## config.mk

```make
export PLATFORM = sky130hd
export DESIGN_NAME = i2c_reg_target
export DESIGN_NICKNAME = d
export VERILOG_FILES = /design/src/rtl/i2c_tgt_pkg.sv /design/src/rtl/i2c_tgt_sync.sv /design/src/rtl/i2c_tgt_ctrl.sv /design/src/rtl/i2c_reg_target.sv
export SDC_FILE = /design/constraint.sdc
export NUM_CORES = 1
export LEC_CHECK = 0
export ABC_CLOCK_PERIOD_IN_PS = 2130
export BUFFER_PORTS_ARGS = -buffer_cell sky130_fd_sc_hd__buf_4
export CAP_MARGIN = 30
export CORE_MARGIN = 4
export CORE_UTILIZATION = 35
export DETAILED_ROUTE_END_ITERATION = 6
export GPL_ROUTABILITY_DRIVEN = 0
export GPL_TIMING_DRIVEN = 0
export SYNTH_ARGS = -nofsm -noshare
export SYNTH_HDL_FRONTEND = slang
export SYNTH_SLANG_ARGS = --single-unit
```

## constraint.sdc

```tcl
create_clock -name clk -period 2.13 [get_ports clk]
set_clock_uncertainty 0.05 [all_clocks]
set_input_delay 0.426 -clock clk [delete_from_list [all_inputs] [get_ports clk]]
set_output_delay 0.426 -clock clk [all_outputs]
set_load 0.005 [all_outputs]
```

## src/rtl/i2c_tgt_pkg.sv

```systemverilog
`timescale 1ns/1ps
package i2c_tgt_pkg;

    localparam int BYTE_W = 8;
    localparam int DATA_W = 16;
    localparam int CNT_W  = $clog2(BYTE_W + 1);

    typedef enum logic [2:0] {
        ST_IDLE,
        ST_ADDR,
        ST_ADDR_ACK,
        ST_PTR,
        ST_PTR_ACK,
        ST_TX,
        ST_TX_ACK,
        ST_WAIT_STOP
    } tgt_state_e;

endpackage

```

## src/rtl/i2c_tgt_sync.sv

```systemverilog
`timescale 1ns/1ps
module i2c_tgt_sync #(
    parameter int STAGES = 2
) (
    input  logic clk,
    input  logic rst_n,
    input  logic scl_in,
    input  logic sda_in,
    output logic sda_s,
    output logic scl_rise,
    output logic scl_fall,
    output logic start_det,
    output logic stop_det
);
    localparam int NLINE = 2;   // index 0 = SCL, 1 = SDA

    logic [NLINE-1:0] raw;
    logic [NLINE-1:0] synced;
    logic [NLINE-1:0] prev_q;

    assign raw = {sda_in, scl_in};

    // One synchroniser chain per bus line; idle level is high.
    for (genvar g = 0; g < NLINE; g++) begin : g_line
        logic [STAGES-1:0] pipe_q;
        always_ff @(posedge clk or negedge rst_n) begin
            if (!rst_n) begin
                pipe_q <= '1;
            end else begin
                pipe_q <= {pipe_q[STAGES-2:0], raw[g]};
            end
        end
        assign synced[g] = pipe_q[STAGES-1];
    end

    always_ff @(posedge clk or negedge rst_n) begin
        if (!rst_n) begin
            prev_q <= '1;
        end else begin
            prev_q <= synced;
        end
    end

    assign sda_s     = synced[1];
    assign scl_rise  = synced[0] & ~prev_q[0];
    assign scl_fall  = ~synced[0] & prev_q[0];
    assign start_det = synced[0] & prev_q[0] & prev_q[1] & ~synced[1];
    assign stop_det  = synced[0] & prev_q[0] & ~prev_q[1] & synced[1];

    AST_NO_START_AND_STOP: assert property (@(posedge clk) disable iff (!rst_n)
        !(start_det && stop_det));

endmodule

```

## src/rtl/i2c_tgt_ctrl.sv

```systemverilog
`timescale 1ns/1ps
module i2c_tgt_ctrl
    import i2c_tgt_pkg::*;
#(
    parameter int         PTR_W    = 4,
    parameter logic [6:0] TGT_ADDR = 7'h48
) (
    input  logic              clk,
    input  logic              rst_n,
    input  logic              sda_s,
    input  logic              scl_rise,
    input  logic              scl_fall,
    input  logic              start_det,
    input  logic              stop_det,
    input  logic [DATA_W-1:0] rd_data,
    output logic              rd_en,
    output logic [PTR_W-1:0]  ptr,
    output logic              sda_oe
);
    localparam logic [CNT_W-1:0] CNT_FULL = CNT_W'(BYTE_W);
    localparam logic [CNT_W-1:0] CNT_ONE  = CNT_W'(1);

    tgt_state_e        state_q, state_d;
    logic [CNT_W-1:0]  bit_cnt_q;
    logic [BYTE_W-1:0] rx_sh_q;
    logic [DATA_W-1:0] tx_sh_q;
    logic              rw_q;
    logic              byte_lo_q;
    logic              ack_seen_q;
    logic              oe_q;
    logic [PTR_W-1:0]  ptr_q;

    logic rx_full;
    logic addr_hit;
    logic bus_evt;
    logic load_word;

    assign rx_full  = (bit_cnt_q == CNT_FULL);
    assign addr_hit = (rx_sh_q[BYTE_W-1:1] == TGT_ADDR);
    assign bus_evt  = start_det | stop_det;

    // Fetch a word when a read begins, or when the controller ACKs a low byte.
    assign load_word = scl_fall && !bus_evt &&
                       (((state_q == ST_ADDR_ACK) && rw_q) ||
                        ((state_q == ST_TX_ACK) && ack_seen_q && byte_lo_q));

    // Next-state decision
    always_comb begin
        state_d = state_q;
        if (stop_det) begin
            state_d = ST_IDLE;
        end else if (start_det) begin
            state_d = ST_ADDR;
        end else begin
            unique case (state_q)
                ST_IDLE:      state_d = ST_IDLE;
                ST_ADDR:      if (scl_fall && rx_full)
                                  state_d = addr_hit ? ST_ADDR_ACK : ST_WAIT_STOP;
                ST_ADDR_ACK:  if (scl_fall)
                                  state_d = rw_q ? ST_TX : ST_PTR;
                ST_PTR:       if (scl_fall && rx_full)
                                  state_d = ST_PTR_ACK;
                ST_PTR_ACK:   if (scl_fall)
                                  state_d = ST_WAIT_STOP;
                ST_TX:        if (scl_fall && rx_full)
                                  state_d = ST_TX_ACK;
                ST_TX_ACK:    if (scl_fall)
                                  state_d = ack_seen_q ? ST_TX : ST_WAIT_STOP;
                ST_WAIT_STOP: state_d = ST_WAIT_STOP;
                default:      state_d = ST_IDLE;
            endcase
        end
    end

    // State register
    always_ff @(posedge clk or negedge rst_n) begin
        if (!rst_n) begin
            state_q <= ST_IDLE;
        end else begin
            state_q <= state_d;
        end
    end

    // Datapath and outputs
    always_ff @(posedge clk or negedge rst_n) begin
        if (!rst_n) begin
            bit_cnt_q  <= '0;
            rx_sh_q    <= '0;
            tx_sh_q    <= '0;
            rw_q       <= 1'b0;
            byte_lo_q  <= 1'b0;
            ack_seen_q <= 1'b0;
            oe_q       <= 1'b0;
            ptr_q      <= '0;
        end else if (bus_evt) begin
            oe_q      <= 1'b0;
            bit_cnt_q <= '0;
        end else begin
            unique case (state_q)
                ST_ADDR, ST_PTR: begin
                    if (scl_rise && !rx_full) begin
                        rx_sh_q   <= {rx_sh_q[BYTE_W-2:0], sda_s};
                        bit_cnt_q <= bit_cnt_q + CNT_ONE;
                    end
                    if (scl_fall && rx_full) begin
                        bit_cnt_q <= '0;
                        if (state_q == ST_ADDR) begin
                            oe_q <= addr_hit;
                            rw_q <= rx_sh_q[0];
                        end else begin
                            ptr_q <= rx_sh_q[PTR_W-1:0];
                            oe_q  <= 1'b1;
                        end
                    end
                end
                ST_ADDR_ACK: begin
                    if (scl_fall) begin
                        if (rw_q) begin
                            tx_sh_q   <= {rd_data[DATA_W-2:0], 1'b0};
                            oe_q      <= ~rd_data[DATA_W-1];
                            bit_cnt_q <= CNT_ONE;
                            byte_lo_q <= 1'b0;
                        end else begin
                            oe_q      <= 1'b0;
                            bit_cnt_q <= '0;
                        end
                    end
                end
                ST_PTR_ACK: begin
                    if (scl_fall) begin
                        oe_q <= 1'b0;
                    end
                end
                ST_TX: begin
                    if (scl_fall) begin
                        if (rx_full) begin
                            oe_q      <= 1'b0;
                            bit_cnt_q <= '0;
                        end else begin
                            oe_q      <= ~tx_sh_q[DATA_W-1];
                            tx_sh_q   <= {tx_sh_q[DATA_W-2:0], 1'b0};
                            bit_cnt_q <= bit_cnt_q + CNT_ONE;
                        end
                    end
                end
                ST_TX_ACK: begin
                    if (scl_rise) begin
                        ack_seen_q <= ~sda_s;
                    end
                    if (scl_fall) begin
                        if (!ack_seen_q) begin
                            oe_q <= 1'b0;
                        end else if (byte_lo_q) begin
                            tx_sh_q   <= {rd_data[DATA_W-2:0], 1'b0};
                            oe_q      <= ~rd_data[DATA_W-1];
                            bit_cnt_q <= CNT_ONE;
                            byte_lo_q <= 1'b0;
                        end else begin
                            oe_q      <= ~tx_sh_q[DATA_W-1];
                            tx_sh_q   <= {tx_sh_q[DATA_W-2:0], 1'b0};
                            bit_cnt_q <= CNT_ONE;
                            byte_lo_q <= 1'b1;
                        end
                    end
                end
                default: begin
                    oe_q <= 1'b0;
                end
            endcase
        end
    end

    assign rd_en  = load_word;
    assign ptr    = ptr_q;
    assign sda_oe = oe_q;

    AST_OE_MOVES_ON_SCL_LOW: assert property (@(posedge clk) disable iff (!rst_n)
        (!scl_fall && !start_det && !stop_det) |=> $stable(sda_oe));
    AST_WAIT_RELEASED: assert property (@(posedge clk) disable iff (!rst_n)
        (state_q == ST_WAIT_STOP) |-> !sda_oe);
    AST_IDLE_RELEASED: assert property (@(posedge clk) disable iff (!rst_n)
        (state_q == ST_IDLE) |-> !sda_oe);
    AST_START_REARMS: assert property (@(posedge clk) disable iff (!rst_n)
        start_det |=> (state_q == ST_ADDR && !sda_oe && bit_cnt_q == '0));
    AST_STOP_TO_IDLE: assert property (@(posedge clk) disable iff (!rst_n)
        stop_det |=> (state_q == ST_IDLE && !sda_oe));
    AST_PTR_HOLDS: assert property (@(posedge clk) disable iff (!rst_n)
        !(state_q == ST_PTR && scl_fall) |=> $stable(ptr));
    AST_FETCH_ONLY_READING: assert property (@(posedge clk) disable iff (!rst_n)
        rd_en |=> (state_q == ST_TX && !rw_q == 1'b0));

endmodule

```

## src/rtl/i2c_reg_target.sv

```systemverilog
`timescale 1ns/1ps
module i2c_reg_target
    import i2c_tgt_pkg::*;
#(
    parameter int         PTR_W       = 4,
    parameter logic [6:0] TGT_ADDR    = 7'h48,
    parameter int         SYNC_STAGES = 2
) (
    input  logic              clk,
    input  logic              rst_n,
    input  logic              scl_in,
    input  logic              sda_in,
    output logic              sda_oe,
    output logic              rf_rd_en,
    output logic [PTR_W-1:0]  rf_rd_addr,
    input  logic [DATA_W-1:0] rf_rd_data,
    output logic [PTR_W-1:0]  ptr_o
);
    logic sda_s, scl_rise, scl_fall, start_det, stop_det;
    logic [PTR_W-1:0] ptr;

    i2c_tgt_sync #(
        .STAGES (SYNC_STAGES)
    ) i_sync (
        .clk       (clk),
        .rst_n     (rst_n),
        .scl_in    (scl_in),
        .sda_in    (sda_in),
        .sda_s     (sda_s),
        .scl_rise  (scl_rise),
        .scl_fall  (scl_fall),
        .start_det (start_det),
        .stop_det  (stop_det)
    );

    i2c_tgt_ctrl #(
        .PTR_W    (PTR_W),
        .TGT_ADDR (TGT_ADDR)
    ) i_ctrl (
        .clk       (clk),
        .rst_n     (rst_n),
        .sda_s     (sda_s),
        .scl_rise  (scl_rise),
        .scl_fall  (scl_fall),
        .start_det (start_det),
        .stop_det  (stop_det),
        .rd_data   (rf_rd_data),
        .rd_en     (rf_rd_en),
        .ptr       (ptr),
        .sda_oe    (sda_oe)
    );

    assign rf_rd_addr = ptr;
    assign ptr_o      = ptr;

endmodule

```

[Word-level counts from Yosys, hierarchy flattened]
Index checks and enable logic that the tools add are counted.
Cells by class
  bitwise logic cells: 16
  reductions and logical operators: 24
  muxes and demuxes: 48
  equal/unequal tests: 28
  add/subtract/negate cells: 1
Operator list (count)
  two-way mux 16 bit: 7
  one-hot mux 16 bit (3 select lines): 1
  two-way mux 4 bit: 8
  two-way mux 3 bit: 10
  inequality test 4 x 1 -> 1 bit, second input constant: 7
  one-hot mux 3 bit (8 select lines): 1
  inequality test 3 x 1 -> 1 bit, second input constant: 6
  AND reduction 6 bit: 3
  two-way mux 1 bit: 17
  one-hot mux 4 bit (4 select lines): 1
  == test 3 bit, second input constant: 4
  inequality test 2 x 1 -> 1 bit, second input constant: 5
  inverter 1 bit: 8
  AND reduction 4 bit: 2
  AND reduction 8 bit: 1
  AND 1 bit: 7
  == test 7 bit, second input constant: 1
  logical AND 1 bit: 7
  == test 3 x 2 -> 1 bit, second input constant: 2
  AND reduction 3 bit: 2
  one-hot mux 1 bit (5 select lines): 1
  AND reduction 5 bit: 1
  nonzero test 5 bit: 1
  adder 4 x 1 -> 4 bit, second input constant: 1
  12 further kinds: 13
Word-level totals
  output and inout bits: 10
  bits in registers: 45
  word-level logic and storage cells: 129
  input bits: 20

[Depth between registers and ports, before layout]
Gate-level depths: netlist (run 1).
  depth after elaboration: 7
  gate-level depth with buffers: 8
  depth with buffers taken out: 7

[Hierarchy]
From an unflattened synthesis (run 1), not the netlist that was laid out.
Second synthesis, totals
  cell total of the unflattened synthesis: 225
  area total of the unflattened synthesis: 2322.2 sq um
By module, submodules not included
  i2c_tgt_ctrl: cells an instance 211, times used 1, sequential area each 950.9 sq um, area an instance 2102.0 sq um
  i2c_tgt_sync: cells an instance 10, times used 1, sequential area each 157.7 sq um, area an instance 190.2 sq um
  i2c_reg_target: cells an instance 4, times used 1, sequential area each 0.0 sq um, area an instance 30.0 sq um

[Worst setup path before layout (run 1)]
OpenSTA, ideal clock, no wires.
  path type: flip-flop to flip-flop
  start point: register i_ctrl.bit_cnt_q[0]
  end point: register i_ctrl.bit_cnt_q[2]
  library setup time: 0.124 ns
  path slack: 0.285 ns
  buffers on the path: 0
  cell stages (with the launch flop): 8
  arrival: 1.671 ns
  data required time: 1.956 ns
  period minus slack after synthesis: 1.845 ns
  cell sequence: dfrtp_1 inv_1 ha_1 nand3b_2 nand4b_4 nor3b_4 o21a_4 a211o_1
On the way
  word-level cells in the longest chain between the ends: 5
  elaborated cells between the ends (all ways): 13
  classes of those cells: add/sub (1); eq/ne (2); mux (6); reduce/logical (4)
RTL lines
  from (decl): line i2c_tgt_ctrl.sv:24  | logic [CNT_W-1:0] bit_cnt_q;
  from (signal assigned): line i2c_tgt_ctrl.sv:103  | bit_cnt_q <= bit_cnt_q + CNT_ONE;
  from (signal assigned): line i2c_tgt_ctrl.sv:142  | bit_cnt_q <= bit_cnt_q + CNT_ONE;
  adder 4 x 1 -> 4 bit or == test 4 bit (tied branches): line i2c_tgt_ctrl.sv:103, i2c_tgt_ctrl.sv:142, i2c_tgt_ctrl.sv:38
  two-way mux 4 bit, or another cell as far along: line i2c_tgt_ctrl.sv:136  | if (rx_full) begin
  two-way mux 4 bit, or another cell as far along: line i2c_tgt_ctrl.sv:135  | if (scl_fall) begin
  one-hot mux 4 bit (4 select lines) or inequality test 4 x 1 -> 1 bit (tied branches)
  two-way mux 4 bit or AND reduction 6 bit (tied branches)
Parallel ways exist; a longest one is shown, timed or not. The select of a mux whose other input is x is not followed.
A chain may end at the register's enable or synchronous reset.

[Worst setup path in the final report (run 1)]
  start point: register i_ctrl.bit_cnt_q[0]
  end point: register i_ctrl.bit_cnt_q[3]
The elaborated chain is that of the path after synthesis.

==> flow_metrics.py, run 1 <==
metrics = {
    "clocking": {
        "clk_latency_ns": 0.30,
        "clkTransAtPathRegs_ns": 0.09,
        "cts_tree": "done",
        "cts_num_sinks": 44,
        "cts-htree-levels": 2,
        "cts-root-buf": "clkbuf_8",
        "clock_path_buffers": 2,
        "ctsHoldBuffers": 0,
        "cts_buffers": 5,
    },
    "timing": {
        "timing.fmax_mhz": 495,
        "post-route-min-period_ns": 2.02,
        "timing.final.crit_share_pct": 94.9,
        "final-setup-viol-count": 0,
        "maxSlewHeadroom_pct": 62.4,
        "hold_violations": 0,
        "maxSlewViolCount": 0,
        "worst_pin_slew_ns": 0.564,
    },
    "drt": {
        "ant_nets": 0,
        "dr_total_vias": 1645,
        "drt_iter0_drc": 96,
        "routedWlPerCell_um": 13.8,
        "drc": 0,
        "via_per_inst": 5.06,
        "finalWirelength_um": 4490,
        "firstDrtPassIters": 5,
    },
    "global_route": {
        "grt_max_degree": 45,
        "grt_pass1_vias": 1568,
        "grt_overflow": 0,
        "grt_pass1_wl_um": 7520,
        "antenna_found_initial": 0,
        "grt_usage_pct": 12.3,
    },
    "place": {
        "hpwl_um": 3140,
        "placed_area_um2": 2600,
        "port-buffer-count": 29,
    },
    "logic_synthesis": {
        "yosys_warnings": 0,
        "synth_flop_cell": "dfrtp_1",
        "synth_cell_types": 52,
        "syn_inst": 208,
        "synthArstFlopShare_pct": 100,
        "netlist_area_um2": 2290,
        "ys_ff_latch": 44,
        "synth-edff-count": 0,
        "syn_avg_cell_area_um2": 11.0,
        "synth_nets": 230,
        "seq_area_frac_synth_pct": 48.5,
    },
    "worst_setup_path": {
        "crit_path_end_kind": "flip-flop",
        "critPathMaxFanout": 7,
        "cp.required_ns": 2.26,
        "r2r_start": "i_ctrl.bit_cnt_q[0]",
        "startpoint": "i_ctrl.bit_cnt_q[0]",
        "ff2ff_path_depth": 8,
        "r2r-end": "i_ctrl.bit_cnt_q[3]",
        "reg2reg_slack_ns": 0.11,
        "path_class": "reg2reg",
        "endpoint": "i_ctrl.bit_cnt_q[3]",
        "cp.arrival_ns": 2.15,
        "start_kind": "flip-flop",
    },
    "layout": {
        "multi_input_area_um2": 1060,
        "diodes": 0,
        "filler_cell_count": 597,
        "area_growth_syn_to_layout_pct": 20.4,
        "drive_gt1_share_pct": 34.7,
        "finalInstanceArea_um2": 2750,
        "fin_nets": 269,
        "seq_area_um2": 1110,
    },
    "floorplanning": {
        "die-area_um2": 7890,
        "die_y_um": 88.8,
        "die_x_um": 88.8,
        "design.core.area_um2": 6350,
        "rows": 29,
        "start_util_pct": 36.0,
        "num_io_pins": 30,
    },
    "pwr": {
        "clock_power_share_pct": 17.5,
        "seqPwrFrac_pct": 39.0,
        "swShare_pct": 36.5,
        "power_density_nw_per_um2": 1300,
        "comb_power_share_pct": 43.5,
        "power.switching_uw": 1310,
        "power_uw": 3590,
        "peakVddDrop_v": 0.000539,
        "p_int_uw": 2280,
        "power_leakage_uw": 0.00129,
    },
    "outcome": {
        "status": "finished clean",
    },
    "min_path": {
        "hold_class": "in2async",
    },
    "job": {
        "drv_cap": 0,
    },
}
state kept, by name, indices dropped and copies added, names as in the netlist, 2 cells and up:
signal                count
i_sync.prev_q             2
i_ctrl.rx_sh_q            8
i_ctrl.ptr                4
i_sync.g_line.pipe_q      4
i_ctrl.state_q            3
i_ctrl.tx_sh_q           15
i_ctrl.bit_cnt_q          4
per-stage QoR:
stage                     util (%)  hold slack [ns]  setup slack [ns]  setup TNS [ns]  cells
final                         43.3           0.0733             0.109               0    325
after global routing          43.3            0.111          -0.00604        -0.00604    325
after CTS                     42.7           0.0895            0.0409               0    322
after detailed placement      40.9            0.297            0.0582               0    314
after global placement        40.9            0.297            0.0766               0    314
after floorplan                  -           0.0804             0.285               0    208
placed cells by master (no fill, tap or decap), types with 2 or more instances in the layout:
master    Yosys  final
nor3_1        6      5
clkbuf_8      0      5
inv_1         6      6
a31oi_1       3      3
nor2_1       23     23
a211o_1       3      3
nand3_1       4      4
a21oi_1      17     17
nor2b_1       2      2
buf_6         3      4
o31ai_1       2      2
buf_4         7     39
mux2i_1      17     17
buf_2         3      3
dfstp_2       6      6
and2b_2       2      2
nand2b_1      2      2
mux2_2       12     12
nand2_1       7      7
o21ai_0      11     11
dfrtp_1      38     38
xor2_1        2      2
ha_1          2      2
cells in the mapped netlist, drive strengths merged (2+ instances only):
master | n | share of area [%]
dfrtp | 38 | 42
nor2 | 23 | 3.8
a21oi | 17 | 3.7
mux2i | 17 | 7.4
buf | 13 | 4.4
mux2 | 12 | 5.9
o21ai | 12 | 2.8
nand2 | 7 | 1.1
dfstp | 6 | 6.9
inv | 6 | 0.99
nor3 | 6 | 1.3
nand3 | 4 | 0.88
a211o | 3 | 1.1
a31oi | 3 | 0.82
nor4 | 3 | 1.8
and2b | 2 | 0.77
ha | 2 | 1.1
nand2b | 2 | 0.55
nand3b | 2 | 0.82
nand4b | 2 | 1.4
nor2b | 2 | 0.55
nor3b | 2 | 1.1
o21a | 2 | 0.99
o31ai | 2 | 0.66
xor2 | 2 | 0.77
how the worst min path moves through the flow:
stage,start,endpoint,slack [ns],cells past startpoint
global route,rst_n,i_ctrl.rx_sh_q[0],0.11,1
detailed placement,i_sync.g_line[0].pipe_q[0],i_sync.g_line[0].pipe_q[1],0.30,0
finish,rst_n,i_ctrl.rx_sh_q[5],0.07,1
CTS,rst_n,i_ctrl.rx_sh_q[5],0.09,1
global placement,i_sync.g_line[1].pipe_q[0],i_sync.g_line[1].pipe_q[1],0.30,0
floorplan,rst_n,i_ctrl.ack_seen_q,0.08,0
critical path, stage by stage, from the launching register on:
cell	delay [ns]
dfrtp_1	0.42
inv_1	0.07
ha_1	0.19
nand3b_4	0.15
nor4_4	0.27
buf_4	0.18
nor3b_4	0.05
o21a_4	0.23
a211o_1	0.28
cell families after synthesis:
group / share of synthesized area (%)
adder cells (fa/ha/maj): 1.09
AO/OA/AOI/OAI: 14.3
flip-flops: 48.5
AND/OR/NAND/NOR: 16.4
XOR/XNOR: 0.766
buffers and inverters: 5.58
multiplexers: 13.4
cell type report:
type,instances,area share [%]
inverter,6,0.819
buffer,14,4.09
clock buffer,6,2.64
tap,77,3.50
clock inverter,2,1.27
sequential,44,40.3
multi-input combinational,144,38.7
timing repair buffer,32,8.73
repair_timing:
action / in CTS / in global routing
gates cloned: 0 / 0
pin swaps: 0 / 2
buffers inserted: 0 / 3
endpoints found under the setup margin: 1 / 6
endpoints found under the hold margin: 0 / 0
gates resized for setup: 2 / 5
power by group through the flow:
| stage | Combinational, uW | Clock (uW) | Sequential (uW) |
|---|---|---|---|
| 5_1_grt | 1730 | 698 | 1450 |
| 3_5_place_dp | 1520 | 0 | 1410 |
| 4_1_cts | 1530 | 648 | 1400 |
| 2_1_floorplan | 1220 | 0 | 1340 |
| 6_report | 1560 | 629 | 1400 |
| 3_3_place_gp | 1500 | 0 | 1400 |
routing by layer:
metal	vias to the layer above	track usage [%]	part of all wire, %
li1	824	-	-
met1	776	17.2	49
met2	40	18.3	45
met3	5	3.07	4.6
met4	0	4.67	1.4
met5	-	0	0
(Power assumes the default switching activity.)
==> run 2: changes to the inputs <==
Settings changed: ABC_AREA set to 1, CORE_MARGIN 4 to not set, CORE_UTILIZATION 35 to 45.
==> run 2 against run 1 <==
  * Critical path depth decreased by 1
  * Die area fell by 26%
  * Clock-buffer cell count fell by 1
  * Worst hold slack got worse by 0.030 ns
  * Core utilization up 14 points
  * Sequential share of layout area is 3.6 points lower
  * Clock power rose by 7.8%
  * Sequential power shrank 4%
  * Routed wire length grew 15%
  * Area after synthesis up 9.1%
  * Worst setup slack got worse by 0.041 ns
==> flow_metrics.py, run 2 <==
metrics = {
    "logic_synthesis": {
        "ys_ff_latch": 44,
        "netlist.area_leader.share_pct": 38.1,
        "synth_xor_area_share_pct": 0.702,
        "synth-simple-area-share_pct": 38.0,
        "seq_area_frac_synth_pct": 44.4,
        "synth_top_family_by_area": "simple AND/OR/NAND/NOR gates",
        "yosysMostFrequentCell": "nand2_1",
        "netlist_area_um2": 2490,
        "synth_adder_area_share_pct": 1.00,
        "syn_inst": 318,
        "synth_nets": 340,
        "yosys_warnings": 0,
        "synth-compound-area-share_pct": 7.12,
        "syn_avg_cell_area_um2": 7.85,
        "synthMuxAreaShare_pct": 0,
        "synth_flop_cell": "dfrtp_1",
        "synthArstFlopShare_pct": 100,
        "yosys.area.top_type": "dfrtp_1",
        "synthTopCellsByCount": "nand2_1, dfrtp_1, o21ai_0, nand2_2",
        "synth_cell_types": 31,
        "synth-edff-count": 0,
        "synth_area_leaders": "dfrtp_1, nand2_1, dfstp_2",
    },
    "layout": {
        "drive_gt1_share_pct": 30.6,
        "area_growth_syn_to_layout_pct": 21.1,
        "regMostFlops": "i_ctrl.tx_sh_q",
        "finalNonFillerCells": 436,
        "final_cell_mix": "nand2_1, buf_4, dfrtp_1",
        "mostFrequentLayoutCell": "nand2_1",
        "diodes": 0,
        "top_regs": "i_ctrl.tx_sh_q (15), i_ctrl.rx_sh_q (8)",
        "largest_reg_flops": 15,
        "fin_nets": 387,
    },
    "worst_setup_path": {
        "crit_path_end_kind": "primary output",
        "ff2ff_path_depth": 8,
        "r2r-end": "i_ctrl.rx_sh_q[3]",
        "reg2reg_slack_ns": 0.21,
        "path_class": "reg2out",
        "cp.required_ns": 1.65,
        "r2r_start": "i_sync.g_line[1].pipe_q[1]",
        "cp.arrival_ns": 1.59,
        "start_kind": "flip-flop",
        "critPathMaxFanout": 3,
    },
    "place": {
        "dp_slack_ns": 0.146,
        "placedCellCount": 417,
        "port-buffer-count": 29,
        "hpwl_um": 3610,
    },
    "floorplanning": {
        "start_util_pct": 47.6,
        "design.core.area_um2": 5240,
        "rows": 26,
        "die_y_um": 76.5,
        "die_x_um": 76.5,
        "die-area_um2": 5850,
        "num_io_pins": 30,
    },
    "timing": {
        "timing.fmax_mhz": 485,
        "hold_violations": 0,
        "setup_ws_ns": 0.0679,
        "timing.final.crit_share_pct": 96.8,
        "worst_pin_slew_ns": 0.558,
        "post-route-min-period_ns": 2.06,
        "maxSlewViolCount": 0,
        "final-setup-viol-count": 0,
        "maxSlewHeadroom_pct": 62.8,
    },
    "clocking": {
        "cts_tree": "done",
        "clock_path_buffers": 2,
        "clkTransAtPathRegs_ns": 0.10,
        "cts_num_sinks": 44,
        "cts-htree-levels": 2,
        "cts_buffers": 5,
        "clk_latency_ns": 0.31,
        "cts-root-buf": "clkbuf_8",
        "ctsHoldBuffers": 0,
    },
    "drt": {
        "ant_nets": 0,
        "routedWlPerCell_um": 11.8,
        "finalWirelength_um": 5160,
        "drc": 0,
        "drt_iter0_drc": 155,
        "firstDrtPassIters": 4,
        "via_per_inst": 4.76,
        "dr_total_vias": 2076,
    },
    "global_route": {
        "grt_pass1_wl_um": 9160,
        "antenna_found_initial": 0,
        "grt_usage_pct": 19.8,
        "grt_pass1_vias": 2084,
        "grt_overflow": 0,
        "grt_max_degree": 45,
    },
    "min_path": {
        "hold_class": "in2async",
    },
    "pwr": {
        "power_leakage_uw": 0.00158,
        "power_density_nw_per_um2": 1350,
        "power_uw": 4080,
        "peakVddDrop_v": 0.000627,
    },
    "job": {
        "drv_cap": 0,
    },
    "outcome": {
        "status": "finished clean",
    },
}
-- run 2: changes by cell type after synthesis, moves of 3 or more --
cell and delta:
mux2i_1 -17, nor3_1 -4, nand2_1 +106, inv_4 +3, a211o_1 -3, nand3_1 +14, mux2_2 -12, nand4_1 +3
nand2_4 +3, inv_1 +16, a21oi_1 -9, nand2_2 +23, o21ai_0 +13
-- run 2: report_power, final --
part | leakage, uW | internal (uW) | switching [uW]
Combinational | 0.000977 | 830 | 1220
Clock | 0.0000548 | 354 | 324
Sequential | 0.000549 | 1150 | 206
-- run 2: worst max path at each step --
stage                      start       end  slack, ns  depth (start not counted)
2_1_floorplan  i_ctrl.state_q[1]  rf_rd_en       0.45                          7
3_3_place_gp   i_ctrl.state_q[1]  rf_rd_en       0.15                          8
3_5_place_dp   i_ctrl.state_q[1]  rf_rd_en       0.15                          8
4_1_cts         i_sync.prev_q[0]  rf_rd_en      0.006                          7
5_1_grt         i_sync.prev_q[0]  rf_rd_en      -0.01                          7
6_report        i_sync.prev_q[0]  rf_rd_en       0.07                          7
-- run 2: worst max-delay path: stages (launching register included) --
cell and delay [ns]:
dfstp_2 0.57, nand2_2 0.09, nand2_1 0.09, nand2_1 0.09, nor2_4 0.13, nand3_2 0.09
nor2_2 0.11, buf_4 0.12
-- run 2: metal layers --
layer | vias up | GRT usage (%) | share of wire, %
li1 | 1093 | - | -
met1 | 929 | 24.6 | 47
met2 | 46 | 33.2 | 46
met3 | 8 | 4.79 | 4.4
met4 | 0 | 7.31 | 1.7
met5 | - | 0 | 0
-- run 2: kinds of logic after synthesis --
group / count (synthesis)
compound gates: 35
xor+xnor: 2
fa+ha+maj: 2
buf+inv: 39
flops: 44
simple gates: 196
-- run 2: layout make-up --
class	count	area, um^2
flip-flops and latches	44	1110
plain buffers	12	113
fillers	525	2220
inverters	27	111
multi-input cells	235	1180
clock inverters	3	46.3
repair buffers	40	300
clock buffers	5	68.8
well taps	70	87.6
-- run 2: what timing repair did --
action                     4_1_cts  5_1_grt
hold endpoints to repair         0        0
pin swaps                        3        4
setup endpoints to repair        1        1
gates resized for setup          5        4
buffers inserted                 3        8
-- run 2: metrics by stage --
stage                     util, %  hold WS, ns  setup TNS (ns)  cell area, um^2
after detailed placement     53.5        0.297               0             2800
after floorplan                 -       0.0804               0             2490
after global placement       53.5        0.296               0             2800
final                        57.7       0.0431               0             3020
after CTS                    56.4       0.0669               0             2950
after global routing         57.7       0.0924         -0.0116             3020
==> run 3: changes to the inputs <==
Settings changed: REMOVE_ABC_BUFFERS set to 1.
==> run 3 against run 2 <==
  * Total power shrank 4.8%
  * Sequential power hardly changed
  * Critical path type unchanged
  * Critical endpoint unchanged
  * Routed wire length shrank 2.1%
  * Worst setup slack got worse by 0.012 ns
==> flow_metrics.py, run 3 (synthesis gave the netlist of run 2 again) <==
metrics = {
    "outcome": {
        "status": "finished clean",
    },
    "drt": {
        "ant_nets": 0,
        "drc": 0,
        "firstDrtPassIters": 4,
        "finalWirelength_um": 5050,
        "via_per_inst": 4.92,
        "dr_total_vias": 2067,
        "routedWlPerCell_um": 12.0,
        "drt_iter0_drc": 128,
    },
    "global_route": {
        "grt_overflow": 0,
        "grt_pass1_vias": 1942,
        "grt_max_degree": 45,
        "grt_pass1_wl_um": 8730,
        "antenna_found_initial": 0,
        "grt_usage_pct": 18.6,
    },
    "layout": {
        "largest_reg_flops": 15,
        "drive_gt1_share_pct": 29.4,
        "area_growth_syn_to_layout_pct": 16.0,
        "regMostFlops": "i_ctrl.tx_sh_q",
        "top_regs": "i_ctrl.tx_sh_q (15), i_ctrl.rx_sh_q (8)",
        "finalInstanceArea_um2": 2890,
        "filler_cell_count": 518,
        "mostFrequentLayoutCell": "nand2_1",
        "finalNonFillerCells": 420,
        "fin_nets": 371,
        "diodes": 0,
        "final_cell_mix": "nand2_1, buf_4, dfrtp_1",
    },
    "pwr": {
        "comb_power_share_pct": 47.3,
        "power_leakage_uw": 0.00150,
        "clock_power_share_pct": 17.3,
        "seqPwrFrac_pct": 35.4,
        "power_density_nw_per_um2": 1340,
        "peakVddDrop_v": 0.000553,
        "swShare_pct": 44.0,
        "power.switching_uw": 1710,
        "p_int_uw": 2180,
    },
    "job": {
        "drv_cap": 0,
    },
    "worst_setup_path": {
        "r2r_start": "i_ctrl.state_q[0]",
        "crit_family": "simple AND/OR/NAND/NOR gates",
        "path_buf_inv": 2,
        "r2r-end": "i_ctrl.tx_sh_q[6]",
        "cp_slowest_cell": "dfrtp_2",
        "critPathMaxFanout": 7,
        "start_kind": "flip-flop",
        "crit_path_cell_trace": "inv_4 > nor2_8 > nand2_1 > nand2_1 > nor2_4 > nand3_2 > nor2_2 > buf_4",
        "reg2reg_slack_ns": 0.30,
        "ff2ff_path_depth": 10,
        "cp.arrival_ns": 1.60,
        "crit_path_end_kind": "primary output",
        "critPathMostFrequentCell": "nand2_1",
        "cp.required_ns": 1.65,
        "slowest_delay_ns": 0.44,
        "path_class": "reg2out",
    },
    "floorplanning": {
        "start_util_pct": 47.6,
        "die_y_um": 76.5,
        "design.core.area_um2": 5240,
        "die-area_um2": 5850,
        "die_x_um": 76.5,
        "rows": 26,
        "num_io_pins": 30,
    },
    "clocking": {
        "cts_num_sinks": 44,
        "clk_latency_ns": 0.30,
        "cts_buffers": 5,
        "cts_tree": "done",
        "clkTransAtPathRegs_ns": 0.10,
        "cts-root-buf": "clkbuf_8",
        "cts-htree-levels": 2,
        "ctsHoldBuffers": 0,
        "clock_path_buffers": 2,
    },
    "place": {
        "dp_slack_ns": -0.00937,
        "port-buffer-count": 29,
        "placed_area_um2": 2690,
        "hpwl_um": 3370,
        "placedCellCount": 405,
    },
    "timing": {
        "setup_ws_ns": 0.0557,
        "hold_violations": 0,
        "timing.fmax_mhz": 482,
        "maxSlewViolCount": 0,
        "maxSlewHeadroom_pct": 62.4,
        "worst_pin_slew_ns": 0.564,
        "post-route-min-period_ns": 2.07,
        "timing.final.crit_share_pct": 97.4,
        "final-setup-viol-count": 0,
        "fin_hold_ws_ns": 0.0558,
    },
    "min_path": {
        "hold_class": "in2async",
    },
}
-- run 3: changes by cell type in the layout (fill, tap and decap cells not counted), sizes merged --
| cell | change |
|---|---|
| buf | -16 |
| clkinv | -1 |
| inv | +1 |
-- run 3: repair_timing --
action                     in CTS  in global routing
setup endpoints to repair       5                  1
gates resized for setup         8                  6
buffers inserted                5                  2
gates cloned                    0                  0
pin swaps                       5                  5
-- run 3: final cells by class --
class / instances / area (um^2) / share of cell area [%]
well taps: 70 / 87.6 / 3.03
repair buffers: 36 / 270 / 9.34
multi-input cells: 235 / 1200 / 41.5
flip-flops and latches: 44 / 1110 / 38.4
clock buffers: 5 / 68.8 / 2.38
inverters: 27 / 109 / 3.76
clock inverters: 3 / 46.3 / 1.60
-- run 3: worst max-delay path by stage --
stage / cells past startpoint / startpoint / slack, ns / to
after detailed placement: 6 / i_sync.g_line[1].pipe_q[1] / -0.009 / i_ctrl.rx_sh_q[0]
after floorplan: 6 / i_ctrl.state_q[0] / 0.34 / rf_rd_en
after global placement: 6 / i_sync.g_line[1].pipe_q[1] / -0.01 / i_ctrl.rx_sh_q[1]
after global routing: 8 / i_ctrl.state_q[1] / -0.01 / rf_rd_en
final: 8 / i_ctrl.state_q[1] / 0.06 / rf_rd_en
after CTS: 7 / i_sync.g_line[1].pipe_q[1] / 0.0007 / rf_rd_en
-- run 3: power groups by stage --
stage / Clock (uW) / Sequential [uW] / Combinational (uW)
after floorplan: 0 / 1380 / 1330
after global placement: 0 / 1440 / 1650
after detailed placement: 0 / 1440 / 1680
after CTS: 688 / 1370 / 1820
after global routing: 723 / 1410 / 2120
final: 674 / 1370 / 1840
-- run 3: stage by stage --
stage	setup TNS [ns]	util (%)	total power, uW
2_1_floorplan	0	-	2720
3_3_place_gp	-0.0215	51.4	3090
3_5_place_dp	-0.0102	51.4	3120
4_1_cts	0	54.7	3890
5_1_grt	-0.0115	55.3	4250
6_report	0	55.3	3880
-- run 3: routing by layer --
metal | share of wire (%) | global-route usage (%) | wire length [um]
met1 | 48 | 24.4 | 2420
met2 | 46 | 30.5 | 2330
met3 | 5.0 | 4.55 | 253
met4 | 0.83 | 5.00 | 42
met5 | 0 | 0 | 0
